[config.mk]
export PLATFORM = sky130hd
export DESIGN_NAME = wide_write_collector
export DESIGN_NICKNAME = d
export VERILOG_FILES = /design/src/rtl/wc_pkg.sv /design/src/rtl/wc_decode.sv /design/src/rtl/wc_collector.sv /design/src/rtl/wc_passthru.sv /design/src/rtl/wide_write_collector.sv
export SDC_FILE = /design/constraint.sdc
export NUM_CORES = 1
export LEC_CHECK = 0
export ABC_AREA = 1
export ABC_CLOCK_PERIOD_IN_PS = 2090
export BUFFER_PORTS_ARGS = -buffer_cell sky130_fd_sc_hd__buf_2
export CAP_MARGIN = 10
export CORE_UTILIZATION = 32
export DETAILED_ROUTE_END_ITERATION = 7
export GPL_ROUTABILITY_DRIVEN = 1
export GPL_TIMING_DRIVEN = 0
export PLACE_DENSITY = 0.53
export SYNTH_ARGS = -nofsm -noshare
export SYNTH_HDL_FRONTEND = slang
export SYNTH_SLANG_ARGS = --single-unit
[constraint.sdc]
create_clock -name clk -period 2.09 [get_ports clk]
set_input_delay 0.418 -clock clk [delete_from_list [all_inputs] [get_ports clk]]
set_output_delay 0.418 -clock clk [all_outputs]
set_load 0.01 [all_outputs]
[src/rtl/wc_pkg.sv]
package wc_pkg;

  typedef enum logic [1:0] {
    K_WIDE     = 2'd0,
    K_DOORBELL = 2'd1,
    K_NARROW   = 2'd2
  } wkind_e;

  // true when ofs lies in [start, start+len)
  function automatic logic in_window(input int unsigned ofs,
                                     input int unsigned start,
                                     input int unsigned len);
    return (ofs >= start) && (ofs < start + len);
  endfunction

  // one-hot lane select
  function automatic logic [3:0] lane_hot(input logic [1:0] lane);
    return 4'b0001 << lane;
  endfunction

endpackage

[src/rtl/wc_decode.sv]
module wc_decode
  import wc_pkg::*;
#(
  parameter int ADDR_W      = 16,
  parameter int PAGE_SHIFT  = 13,
  parameter int LOW_W       = 4,
  parameter int BYTE_SH     = 2,
  parameter int unsigned DB0_OFS = 32'h830,
  parameter int unsigned DB1_OFS = 32'hA10,
  parameter int unsigned EVQ_OFS = 32'h400,
  parameter int unsigned TMR_OFS = 32'h420,
  parameter bit TIMER_QUIRK = 1'b1
) (
  input  logic [ADDR_W-1:0]        addr,
  output wkind_e                   kind,
  output logic                     is_top,
  output logic [ADDR_W-1:0]        base,
  output logic [LOW_W-BYTE_SH-1:0] lane,
  output logic                     kill
);
  localparam int unsigned REG_BYTES = 1 << LOW_W;
  localparam int LANE_W = LOW_W - BYTE_SH;

  logic [31:0] pg_ofs;
  logic        page_zero;
  logic        db_hit;
  logic        narrow_hit;

  assign pg_ofs     = 32'(addr[PAGE_SHIFT-1:0]);
  assign page_zero  = (addr[ADDR_W-1:PAGE_SHIFT] == '0);
  assign db_hit     = in_window(pg_ofs, DB0_OFS, REG_BYTES) ||
                      in_window(pg_ofs, DB1_OFS, REG_BYTES);
  assign narrow_hit = (pg_ofs == EVQ_OFS) || (pg_ofs == TMR_OFS);

  assign base   = {addr[ADDR_W-1:LOW_W], {LOW_W{1'b0}}};
  assign lane   = addr[LOW_W-1:BYTE_SH];
  assign is_top = (lane == {LANE_W{1'b1}});
  assign kill   = TIMER_QUIRK && page_zero && (pg_ofs == TMR_OFS);

  always_comb begin
    if (narrow_hit)  kind = K_NARROW;
    else if (db_hit) kind = K_DOORBELL;
    else             kind = K_WIDE;
  end
endmodule

[src/rtl/wc_collector.sv]
module wc_collector
  import wc_pkg::*;
#(
  parameter int ADDR_W = 16,
  parameter int DW     = 32,
  parameter int LANES  = 4,
  localparam int LANE_W = $clog2(LANES)
) (
  input  logic                  clk,
  input  logic                  rst_n,
  input  logic                  wr_en,
  input  wkind_e                kind,
  input  logic                  is_top,
  input  logic [ADDR_W-1:0]     base,
  input  logic [LANE_W-1:0]     lane,
  input  logic                  kill,
  input  logic [DW-1:0]         data,
  output logic                  cm_vld,
  output logic [ADDR_W-1:0]     cm_addr,
  output logic [DW*LANES-1:0]   cm_data
);
  logic [ADDR_W-1:0]           hold_base;
  logic [LANES-1:0]            hold_mask;
  logic [LANES-1:0][DW-1:0]    store;
  logic [LANES-1:0][DW-1:0]    assembled;
  logic [LANES-1:0]            lane_bit;
  logic [LANES-1:0]            merged;

  // named internal events
  logic wide_hit, busy, same, accept, full, db_fire, fire, drop;

  assign lane_bit = LANES'(1) << lane;
  assign wide_hit = wr_en && (kind != K_NARROW);
  assign busy     = |hold_mask;
  assign same     = (hold_base == base);
  assign accept   = wide_hit && (!busy || same);
  assign merged   = hold_mask | lane_bit;
  assign full     = accept && (&merged);
  assign db_fire  = wide_hit && (kind == K_DOORBELL) && is_top;
  assign fire     = full || db_fire;
  assign drop     = wide_hit && !accept && !db_fire;

  for (genvar i = 0; i < LANES; i++) begin : g_lane
    always_comb begin
      if (lane == LANE_W'(i))            assembled[i] = data;
      else if (db_fire && !full)         assembled[i] = '0;
      else                               assembled[i] = store[i];
    end

    always_ff @(posedge clk) begin
      if (!rst_n)                               store[i] <= '0;
      else if (accept && lane == LANE_W'(i))    store[i] <= data;
    end
  end

  always_ff @(posedge clk) begin
    if (!rst_n) begin
      hold_mask <= '0;
      hold_base <= '0;
      cm_vld    <= 1'b0;
      cm_addr   <= '0;
      cm_data   <= '0;
    end else begin
      cm_vld <= fire;
      if (fire) begin
        cm_addr <= base;
        cm_data <= assembled;
      end
      if (fire || (wr_en && kill)) begin
        hold_mask <= '0;
      end else if (accept) begin
        hold_mask <= merged;
        hold_base <= base;
      end
    end
  end


  drop_keeps_chk: assert property (@(posedge clk) disable iff (!rst_n)
    drop |=> ($stable(hold_mask) && $stable(hold_base) && !cm_vld));

  db_commit_chk: assert property (@(posedge clk) disable iff (!rst_n)
    db_fire |=> cm_vld);

  clear_on_commit_chk: assert property (@(posedge clk) disable iff (!rst_n)
    cm_vld |-> (hold_mask == '0));

  strobe_cause_chk: assert property (@(posedge clk) disable iff (!rst_n)
    cm_vld |-> $past(wr_en));
endmodule

[src/rtl/wc_passthru.sv]
module wc_passthru #(
  parameter int ADDR_W = 16,
  parameter int DW     = 32
) (
  input  logic              clk,
  input  logic              rst_n,
  input  logic              take,
  input  logic [ADDR_W-1:0] addr,
  input  logic [DW-1:0]     data,
  output logic              p_vld,
  output logic [ADDR_W-1:0] p_addr,
  output logic [DW-1:0]     p_data
);
  always_ff @(posedge clk) begin
    if (!rst_n) begin
      p_vld  <= 1'b0;
      p_addr <= '0;
      p_data <= '0;
    end else begin
      p_vld <= take;
      if (take) begin
        p_addr <= addr;
        p_data <= data;
      end
    end
  end


  pass_cause_chk: assert property (@(posedge clk) disable iff (!rst_n)
    p_vld |-> $past(take));
endmodule

[src/rtl/wide_write_collector.sv]
module wide_write_collector
  import wc_pkg::*;
#(
  parameter int ADDR_W      = 16,
  parameter int DW          = 32,
  parameter int LANES       = 4,
  parameter int PAGE_SHIFT  = 13,
  parameter int unsigned DB0_OFS = 32'h830,
  parameter int unsigned DB1_OFS = 32'hA10,
  parameter int unsigned EVQ_OFS = 32'h400,
  parameter int unsigned TMR_OFS = 32'h420,
  parameter bit TIMER_QUIRK = 1'b1
) (
  input  logic                clk,
  input  logic                rst_n,
  input  logic                wr_en,
  input  logic [ADDR_W-1:0]   wr_addr,
  input  logic [DW-1:0]       wr_data,
  output logic                commit_valid,
  output logic [ADDR_W-1:0]   commit_addr,
  output logic [DW*LANES-1:0] commit_data,
  output logic                pass_valid,
  output logic [ADDR_W-1:0]   pass_addr,
  output logic [DW-1:0]       pass_data
);
  localparam int BYTE_SH = $clog2(DW / 8);
  localparam int LANE_W  = $clog2(LANES);
  localparam int LOW_W   = BYTE_SH + LANE_W;

  wkind_e              kind;
  logic                is_top;
  logic [ADDR_W-1:0]   base;
  logic [LANE_W-1:0]   lane;
  logic                kill;
  logic                narrow_take;

  wc_decode #(
    .ADDR_W(ADDR_W), .PAGE_SHIFT(PAGE_SHIFT), .LOW_W(LOW_W), .BYTE_SH(BYTE_SH),
    .DB0_OFS(DB0_OFS), .DB1_OFS(DB1_OFS), .EVQ_OFS(EVQ_OFS), .TMR_OFS(TMR_OFS),
    .TIMER_QUIRK(TIMER_QUIRK)
  ) u_dec (
    .addr(wr_addr), .kind(kind), .is_top(is_top), .base(base),
    .lane(lane), .kill(kill)
  );

  wc_collector #(.ADDR_W(ADDR_W), .DW(DW), .LANES(LANES)) u_col (
    .clk(clk), .rst_n(rst_n), .wr_en(wr_en), .kind(kind), .is_top(is_top),
    .base(base), .lane(lane), .kill(kill), .data(wr_data),
    .cm_vld(commit_valid), .cm_addr(commit_addr), .cm_data(commit_data)
  );

  assign narrow_take = wr_en && (kind == K_NARROW);

  wc_passthru #(.ADDR_W(ADDR_W), .DW(DW)) u_pass (
    .clk(clk), .rst_n(rst_n), .take(narrow_take), .addr(wr_addr),
    .data(wr_data), .p_vld(pass_valid), .p_addr(pass_addr), .p_data(pass_data)
  );


  excl_strobe_chk: assert property (@(posedge clk) disable iff (!rst_n)
    !(commit_valid && pass_valid));
endmodule

-- Yosys cells after proc, flatten, opt, wreduce, memory -nomap -nowiden
Index checks and enable logic that the tools add are counted.
- flip-flop bits (word level): 334
- bits of input ports: 51
- logic and storage cells: 67
- magnitude comparators: 4
- equal/unequal tests: 9
- shifts and indexed selects: 1
- mux-type cells: 10
- bitwise operators: 3
- reduce and logical (&&, ||, !) cells: 28
- operator list (kind ; number):
    32-bit 2-to-1 mux ; 8
    13-bit by 11-bit equality test with 1-bit output, second input constant ; 2
    13-bit by 12-bit >= comparator with 1-bit output, second input constant ; 2
    13-bit by 12-bit less-than comparator with 1-bit output, second input constant ; 2
    1-bit logical AND ; 15
    12-bit equality test ; 1
    2-bit equality test, second input constant ; 3
    1-bit logical OR ; 5
    2-bit by 1-bit equality test with 1-bit output, second input constant ; 2
    4-bit OR ; 1
    4-bit AND reduction ; 1
    4-bit OR reduction ; 1
    1-bit by 2-bit left shift with 4-bit output, first input constant ; 1
    3-bit zero test ; 1
    1-bit zero test ; 2
    2-bit zero test ; 1
    2-bit 2-to-1 mux ; 1
    2-bit != test, second input constant ; 1
    1-bit inverter ; 2
    2-bit AND reduction ; 1
    2-bit OR reduction ; 1
    1-bit 2-to-1 mux ; 1

-- Longest topological paths before layout
Gate-level depths: netlist of the first run.
- word-level depth: 13
- mapped depth: 14
- gate-level depth less buffers: 12

-- Cells and area by module
Synthesis of the first run repeated with hierarchy kept, for this count alone.
- cell total of the unflattened synthesis: 2083
- area total of the unflattened synthesis: 14482.6 µm²
- by module, submodules not included (module ; times used ; cells an instance ; area an instance (µm²) ; seq. area each (µm²)):
    wc_collector ; 1 ; 1726 ; 12186.7 ; 5865.6
    wc_passthru ; 1 ; 307 ; 2000.7 ; 980.9
    wc_decode ; 1 ; 48 ; 285.3 ; 0.0
    wide_write_collector ; 1 ; 2 ; 10.0 ; 0.0

-- Worst setup path after synthesis of the first run
OpenSTA, ideal clock, no wires.
- kind: in2reg
- start point: input wr_addr[2]
- end point: register u_col.cm_addr[12]
- setup time: 0.116 ns
- data arrival time: 1.836 ns
- required time: 1.974 ns
- slack: 0.138 ns
- stages on the path: 11
- path buffers: 2
- cells stage by stage: inv_1 > nor2_1 > o22ai_1 > or2_1 > nand3b_4 > nand2_4 > inv_2 > buf_2 > buf_2 > nor2_1 > nor2_1
- cells in the longest elaborated chain, start to end: 10
- elaborated cells on any way between the ends: 24
- those cells by class: order compare: 4; eq/ne: 5; shift: 1; mux: 2; bitwise: 1; reduce/logical: 11
- ends and longest elaborated chain (element ; line ; text):
    from (decl) ; wide_write_collector.sv:17 ; input logic [ADDR_W-1:0] wr_addr,
    13-bit by 12-bit >= comparator with 1-bit output or 13-bit by 12-bit less-than comparator with 1-bit output (tied branches) ; wc_pkg.sv:13 ; return (ofs >= start) && (ofs < start + len);
    1-bit logical AND ; wc_pkg.sv:13 ;
    1-bit logical OR ; wc_decode.sv:31 ; assign db_hit = in_window(pg_ofs, DB0_OFS, REG_BYTES) ||
    1-bit 2-to-1 mux ; wc_decode.sv:42 ; else if (db_hit) kind = K_DOORBELL;
    2-bit 2-to-1 mux ; wc_decode.sv:41 ; if (narrow_hit) kind = K_NARROW;
    2-bit != test ; wc_collector.sv:33 ; assign wide_hit = wr_en && (kind != K_NARROW);
    1-bit logical AND ; wc_collector.sv:33 ;
    1-bit logical AND, on equally long branches ; wc_collector.sv:36, wc_collector.sv:39 ;
    1-bit logical AND, on equally long branches ; wc_collector.sv:38, wc_collector.sv:39 ;
    1-bit logical OR (*) ; wc_collector.sv:40 ; assign fire = full || db_fire;
    to (signal assigned) ; wc_collector.sv:66 ; cm_addr <= base;
    to (decl) ; wc_collector.sv:19 ; output logic [ADDR_W-1:0] cm_addr,
Mark *: on every way between the ends. The rest lies on a longest branch, timed or not.
A chain may end at the register's enable or synchronous reset.

-- Worst setup path after layout of the first run
- start point: register u_col.hold_base[13]
- end point: register u_col.store[51] in the netlist's numbering
- cells in the longest elaborated chain, start to end: 4
- ends and longest elaborated chain (element ; line ; text):
    from (decl) ; wc_collector.sv:22 ; logic [ADDR_W-1:0] hold_base;
    from (signal assigned) ; wc_collector.sv:73 ; hold_base <= base;
    12-bit equality test ; wc_collector.sv:35 ; assign same = (hold_base == base);
    1-bit logical OR ; wc_collector.sv:36 ; assign accept = wide_hit && (!busy || same);
    1-bit logical AND ; wc_collector.sv:36 ;
    1-bit logical AND ; wc_collector.sv:52 ; else if (accept && lane == LANE_W'(i)) store[i] <= data;
    to (signal, indexed assignment) ; wc_collector.sv:52 ;
    to (decl) ; wc_collector.sv:24 ; logic [LANES-1:0][DW-1:0] store;
Every way passes these cells.

==> metrics, run 1 <==
vias 14320; mapped cell area ~14000 µm²; DR vias/cell 4.949; fin crit period about 2.0 ns; number of synthesized flops with an enable pin 0; pwr dens 856.6 nW/µm²; post-synthesis simple-gate area fraction 25.61%; clk_lat worst skew around 0.57 ns; Placed Cells 2821; crit path from u_col.hold_base[13]; max cap viols 0; worst-margin pin slew 0.8576 ns; Synth area leaders dfxtp_1 48%, nand2_1 11%, nor2_1 8.6%, a21oi_1 8.3%, o21ai_0 8.0%; fin. max-slew vios 0; Synth area leader dfxtp_1; DR WL/cell 18.95 µm; Startpoint Class flip-flop; drt first pass iters 5; Ys Warns 0; R2R cell count 13; Synth Area in Adders 0%; Starting DRT DRC Count 1011; compound-cell area share of the yosys netlist 18.18%; antenna violations before repair 2; CP Class flip-flop to flip-flop; crit path capture u_col.store[51]; Residual DRC 0; vias in the first global route 13390; I/O Buffers 228; Worst EP required 2.52 ns; layout cells sized above 1 17.15%; syn_area_per_cell 6.989 µm²; Initial Utilization 32.46%; Sink Count approximately 330; Setup Skew 0.02320 ns; hold buffer count at cts 0; dpl hpwl 40340 µm; Distinct cells, synth 28; crit path max fanout 10; maximum VDD drop 0.0005775 V; Leak slightly below 0.008 µW; number of synthesized register bits 334; CP arrival 2.47 ns; post-route setup TNS 0 ns; Die Width 211.3 µm; Final Instance Count excl. Fillers 2894; io pins 245; pin count of the biggest net entering global routing 15; Clk pin slew, worst setup/hold paths 0.06 ns; top cell type's share of synthesized area 47.72%; gate count of the mapped netlist 2005; ys async rst share 0%; antenna cell count 0; Final Util 40.43%; WHS 0.1808 ns; post-detailed-routing wire length 54830 µm; Setup crit end kind flip-flop; HP Class input port to flip-flop; Fmax achieved 491.2 MHz; largest family of logic cells by synthesized area simple AND/OR/NAND/NOR gates; num rows 76; Area Growth Syn to Fin 24.57%; global route total overflow 0; Num CTS Buffers 40; mux cell area share after synthesis 0%; CTS Root Cell clkbuf_16; status finished clean; unrepaired setup endpoints after global routing yes; nets 2332; Die Y 211.3 µm; top-count cell post-synth nand2_1; first-pass GRT wire length 81200 µm; H-tree depth 2; XOR/XNOR share of the synthesized area 0.2500%; DRT antenna net count 0; post-route clock period utilization 97.40%; core area 43170 µm²; total track usage about a quarter; DIE AREA 44630 µm²; FF-to-FF Start u_col.hold_base[13]; top_reg_cell synth dfxtp_1; Post-synth top cells 392 x nand2_1, 334 x dfxtp_1, 320 x nor2_1; R2R Path End u_col.store[51]; Slew HR 42.83%; Final Hold Fails 0; CTS tree built; register area share after synthesis a little under half; RD Place Congestion 0.9176; reg-to-reg slack, setup 0.05 ns; Clock Path Buffers 3; Final Setup Violations 0
## kinds of logic after synthesis
| group | Yosys count |
|---|---|
| AO/OA/AOI/OAI | 508 |
| XOR/XNOR | 4 |
| buffers and inverters | 287 |
| flip-flops | 334 |
| other | 1 |
| AND/OR/NAND/NOR | 871 |
## cell type report
cell class | count | area, µm²
plain buffers | 168 | 813.3
clock buffers | 61 | 1212
clock inverters | 9 | 115.1
fillers | 4618 | 25720
inverters | 117 | 446.7
multi-input cells | 1387 | 6264
flip-flops and latches | 334 | 6686
well taps | 585 | 732.0
repair buffers | 233 | 1186
## state kept, by name, indices dropped and copies added, names as in the netlist
| name | cells |
|---|---|
| u_col.cm_addr | 12 |
| u_col.cm_data | 128 |
| u_col.cm_vld | 1 |
| u_col.hold_base | 12 |
| u_col.hold_mask | 4 |
| u_col.store | 128 |
| u_pass.p_addr | 16 |
| u_pass.p_data | 32 |
| u_pass.p_vld | 1 |
## power breakdown
group / switching (µW) / total (µW) / internal [µW]
combinational: 939 / 1290 / 356
sequential: 69.1 / 6590 / 6520
clock: 2820 / 7070 / 4250
## layout by cell type, fill, tap and decap left out, types with 32 or more instances in the layout
| master | n |
|---|---|
| o21ai_1 | 49 |
| a21oi_1 | 230 |
| o21ai_0 | 222 |
| inv_1 | 113 |
| clkbuf_16 | 42 |
| nor2_1 | 313 |
| clkbuf_1 | 97 |
| nand3b_1 | 32 |
| dfxtp_1 | 334 |
| nand3_1 | 112 |
| buf_2 | 249 |
| nand2_1 | 387 |
| clkbuf_2 | 32 |
## how the worst min path moves through the flow
stage                     from  depth (start not counted)  slack, ns                end
6_report           wr_addr[13]                          3       0.18  u_pass.p_addr[13]
5_1_grt            wr_addr[13]                          3       0.19  u_pass.p_addr[13]
4_1_cts            wr_addr[13]                          3       0.15  u_pass.p_addr[13]
3_5_place_dp   u_col.store[52]                          2       0.44    u_col.store[52]
3_3_place_gp   u_col.store[52]                          2       0.44    u_col.store[52]
2_1_floorplan  u_col.store[10]                          2       0.43    u_col.store[10]
## repair_timing
| action | CTS | global route |
|---|---|---|
| gates resized for setup | 31 | 80 |
| endpoints found under the setup margin | 244 | 299 |
| pin swaps | 1 | 3 |
| setup buffers | 4 | 1 |
## critical path, stage by stage, from the launching register on
cell and delay [ns]:
dfxtp_1 0.31, inv_1 0.06, nand2_1 0.05, nand2_1 0.05, nand2_1 0.06, nor2_2 0.14
nand3_2 0.14, a21oi_2 0.21, buf_6 0.20, nand2_1 0.09, buf_2 0.22, buf_2 0.21
nand2_1 0.08, a21oi_1 0.05
## metrics by stage
step / cell area (µm²) / total power (µW) / setup WS, ns
finish: 17460 / 14950 / 0.05425
global route: 17460 / 15460 / -0.06712
CTS: 17320 / 15030 / 0.002019
detailed placement: 15900 / 7967 / -1.079
global placement: 15900 / 7950 / -1.087
floorplan: 14020 / 7455 / 0.1381
## layer usage
layer	track usage, %	routed length [µm]	share of wire (%)	vias to the layer above
met2	38.78	24810	45	523
met5	0	23	0.042	-
met1	31.81	24050	44	6660
li1	-	-	-	7026
met4	8.571	1751	3.2	4
met3	5.337	4199	7.7	108
Note: power is estimated with default switching activity, not from simulation.
==> run 2: changes to the inputs <==
--- a/config.mk
+++ b/config.mk
@@ -9,11 +9,11 @@
 export ABC_CLOCK_PERIOD_IN_PS = 2090
 export BUFFER_PORTS_ARGS = -buffer_cell sky130_fd_sc_hd__buf_2
 export CAP_MARGIN = 10
-export CORE_UTILIZATION = 32
+export CORE_UTILIZATION = 56
 export DETAILED_ROUTE_END_ITERATION = 7
 export GPL_ROUTABILITY_DRIVEN = 1
 export GPL_TIMING_DRIVEN = 0
-export PLACE_DENSITY = 0.53
+export PLACE_DENSITY = 0.82
 export SYNTH_ARGS = -nofsm -noshare
 export SYNTH_HDL_FRONTEND = slang
 export SYNTH_SLANG_ARGS = --single-unit
==> metrics, run 2 (synthesis gave the netlist of run 1 again) <==
violated checks negative setup slack; crit path max fanout 10 (unchanged); Fill cells 2075 (-55%); Die Y 160.2 µm (-24%); total track usage 36.21% (+12 points); pin count of the biggest net entering global routing 14 (-1); Placed Cells 2560 (-9.3%); io pins 245 (unchanged); hold depth 3 (unchanged); vias in the first global route 13770 (+2.8%); Gate power share 9.0% (+0.3 points); commonest non-fill, non-tap cell in the layout nand2_1; Final Instance Count excl. Fillers 2626 (-9.3%); DRT antenna net count 0 (unchanged); post-route clock period utilization 100.7% (+3.2 points); Clk pin slew, worst setup/hold paths 0.06 ns (about the same); cell mode on critical path clkbuf_1; Starting DRT DRC Count 1581 (+56%); antenna violations before repair 1 (-1); post-route setup TNS -0.01744 ns (-0.01744 ns); Residual DRC 0 (unchanged); FF-to-FF Start u_col.hold_base[10]; clock share of power 44.5% (-2.8 points); unrepaired setup endpoints after global routing yes; Num CTS Buffers 36 (-10%); Final Hold Fails 0 (unchanged); max cap viols 0 (unchanged); first-pass GRT wire length 73310 µm (-9.7%); Leak 0.007624 µW (-1.5%); Worst EP required 2.54 ns (+0.02 ns); DR vias/cell 5.683 (+15%); Clock Path Buffers 3 (unchanged); num rows 57 (-25%); post-detailed-routing wire length 47620 µm (-13%); CP Class input port to flip-flop; Final Util 69.16% (+29 points); DR WL/cell 18.13 µm (-4.3%); pwr dens 837.6 nW/µm² (-2.2%); R2R Path End u_col.store[123]; vias 14920 (+4.2%); Worst Hold Path EP u_col.cm_addr[7]; H-tree depth 2 (unchanged); Sink Count 334 (unchanged); global route total overflow 0 (unchanged); dpl hpwl 33510 µm (-17%); slowest CP cell clkbuf_1; Final Setup Violations 2 (+2); drt first pass iters 6 (+1); R2R cell count 12 (-1); maximum VDD drop 0.0005892 V (+2.0%); CTS tree built; fraction of power consumed by sequential logic 46.5% (+2.4 points); CTS Root Cell clkbuf_16; layout cells sized above 1 16.38% (-0.77 points); status complete, but fails checks; most frequent cells in the layout 388 x nand2_1, 334 x dfxtp_1, 315 x nor2_1; Worst Slack Setup Final -0.01367 ns (-0.06792 ns); Startpoint Class input port; Setup Skew 0.01832 ns (-0.004880 ns); antenna cell count 0 (unchanged); RD Place Congestion 0.9731 (+6.0%); DIE AREA 25660 µm² (-43%); clk_lat worst skew 0.53 ns (-0.04 ns); I/O Buffers 228 (unchanged); largest registers u_col.cm_data: 128 flops, u_col.store: 128 flops, u_pass.p_data: 32 flops; Psw 3564 µW (-7.0%); core area 24460 µm² (-43%); HP Class input port to flip-flop; Slew HR 45.78% (+3.0 points); Die Width 160.2 µm (-24%); Fmax achieved 475.4 MHz (-3.2%); critical path cell sequence clkbuf_1 > clkbuf_1 > clkbuf_1 > o21ai_0 > nor2_1; fin. max-slew vios 0 (unchanged); Area Growth Syn to Fin 20.73%; Hold Startpoint wr_addr[7]; reg-to-reg slack, setup 0.09 ns (+0.04 ns); Crit path largest cell delay 0.66 ns (+0.35 ns); CP arrival 2.55 ns (+0.08 ns); fin crit period 2.104 ns (+0.06792 ns); Initial Utilization 57.28% (+25 points); switching share of power 25.15% (-0.47 points); Setup crit end kind flip-flop; Int Power 10610 µW (-4.6%); nets 2328 (-0.17%); hold buffer count at cts 0 (unchanged); worst-margin pin slew 0.8133 ns (-0.04427 ns)
==> run 2: cell count changes in the layout (fill, tap and decap cells not counted), sizes merged <==
| cell | change |
|---|---|
| clkbuf | +1 |
| buf | -5 |
| clkinv | -2 |
| inv | +1 |
| clkinvlp | -2 |
==> run 2: final cells by class <==
class | count | area (µm²) | area share (%)
Buffer | 168 | 785.8 | 4.645
Clock buffer | 57 | 1061 | 6.272
Clock inverter | 6 | 87.58 | 0.5177
Inverter | 117 | 444.2 | 2.626
Multi-Input combinational cell | 1387 | 6256 | 36.98
Sequential cell | 334 | 6686 | 39.52
Tap cell | 324 | 405.4 | 2.396
Timing Repair Buffer | 233 | 1191 | 7.041
==> run 2: timing repair <==
item,4_1_cts,5_1_grt
setup buffers,0,5
pin swaps,0,4
resized for setup,14,78
endpoints found under the setup margin,210,277
==> run 2: per-layer routing <==
layer | vias to the layer above | share of wire [%] | global-route usage [%]
met1 | 6838 | 39 | 46.85
met3 | 176 | 12 | 7.922
li1 | 7015 | - | -
met4 | 0 | 6.2 | 21.47
met2 | 895 | 43 | 55.49
met5 | - | 0 | 0
==> run 2: worst max-delay path, delay by kind of cell <==
| family | cells | cell delay [ns] |
|---|---|---|
| AND/OR/NAND/NOR | 1 | 0.12 |
| AO/OA/AOI/OAI | 1 | 0.20 |
| buffers and inverters | 3 | 1.81 |
==> run 2: per-stage QoR <==
| stage | cell area, µm² | worst slack [ns] | power (µW) | hold slack, ns |
|---|---|---|---|---|
| after floorplan | 14020 | 0.1381 | 7455 | 0.4300 |
| after global placement | 15570 | -0.9157 | 7874 | 0.4391 |
| after detailed placement | 15570 | -0.9503 | 7905 | 0.4434 |
| after CTS | 16760 | 0.0004787 | 14090 | 0.2203 |
| after global routing | 16920 | -0.03181 | 14550 | 0.2439 |
| final | 16920 | -0.01367 | 14170 | 0.2305 |
==> run 2: how the worst max path moves through the flow <==
stage,start,end,cells after the start
2_1_floorplan,wr_addr[2],u_col.cm_addr[12],11
3_3_place_gp,wr_addr[2],u_col.cm_addr[12],12
3_5_place_dp,wr_addr[2],u_col.cm_addr[5],12
4_1_cts,u_col.hold_base[10],u_col.store[78],11
5_1_grt,u_col.hold_base[4],u_col.cm_data[42],13
6_report,rst_n,u_col.cm_data[96],5
==> run 2: power groups by stage <==
stage	Sequential, µW	Clock, µW	Combinational (µW)
detailed placement	6720	0	1180
floorplan	6720	0	736
global placement	6720	0	1160
global route	6600	6580	1370
CTS	6590	6310	1200
finish	6590	6310	1270
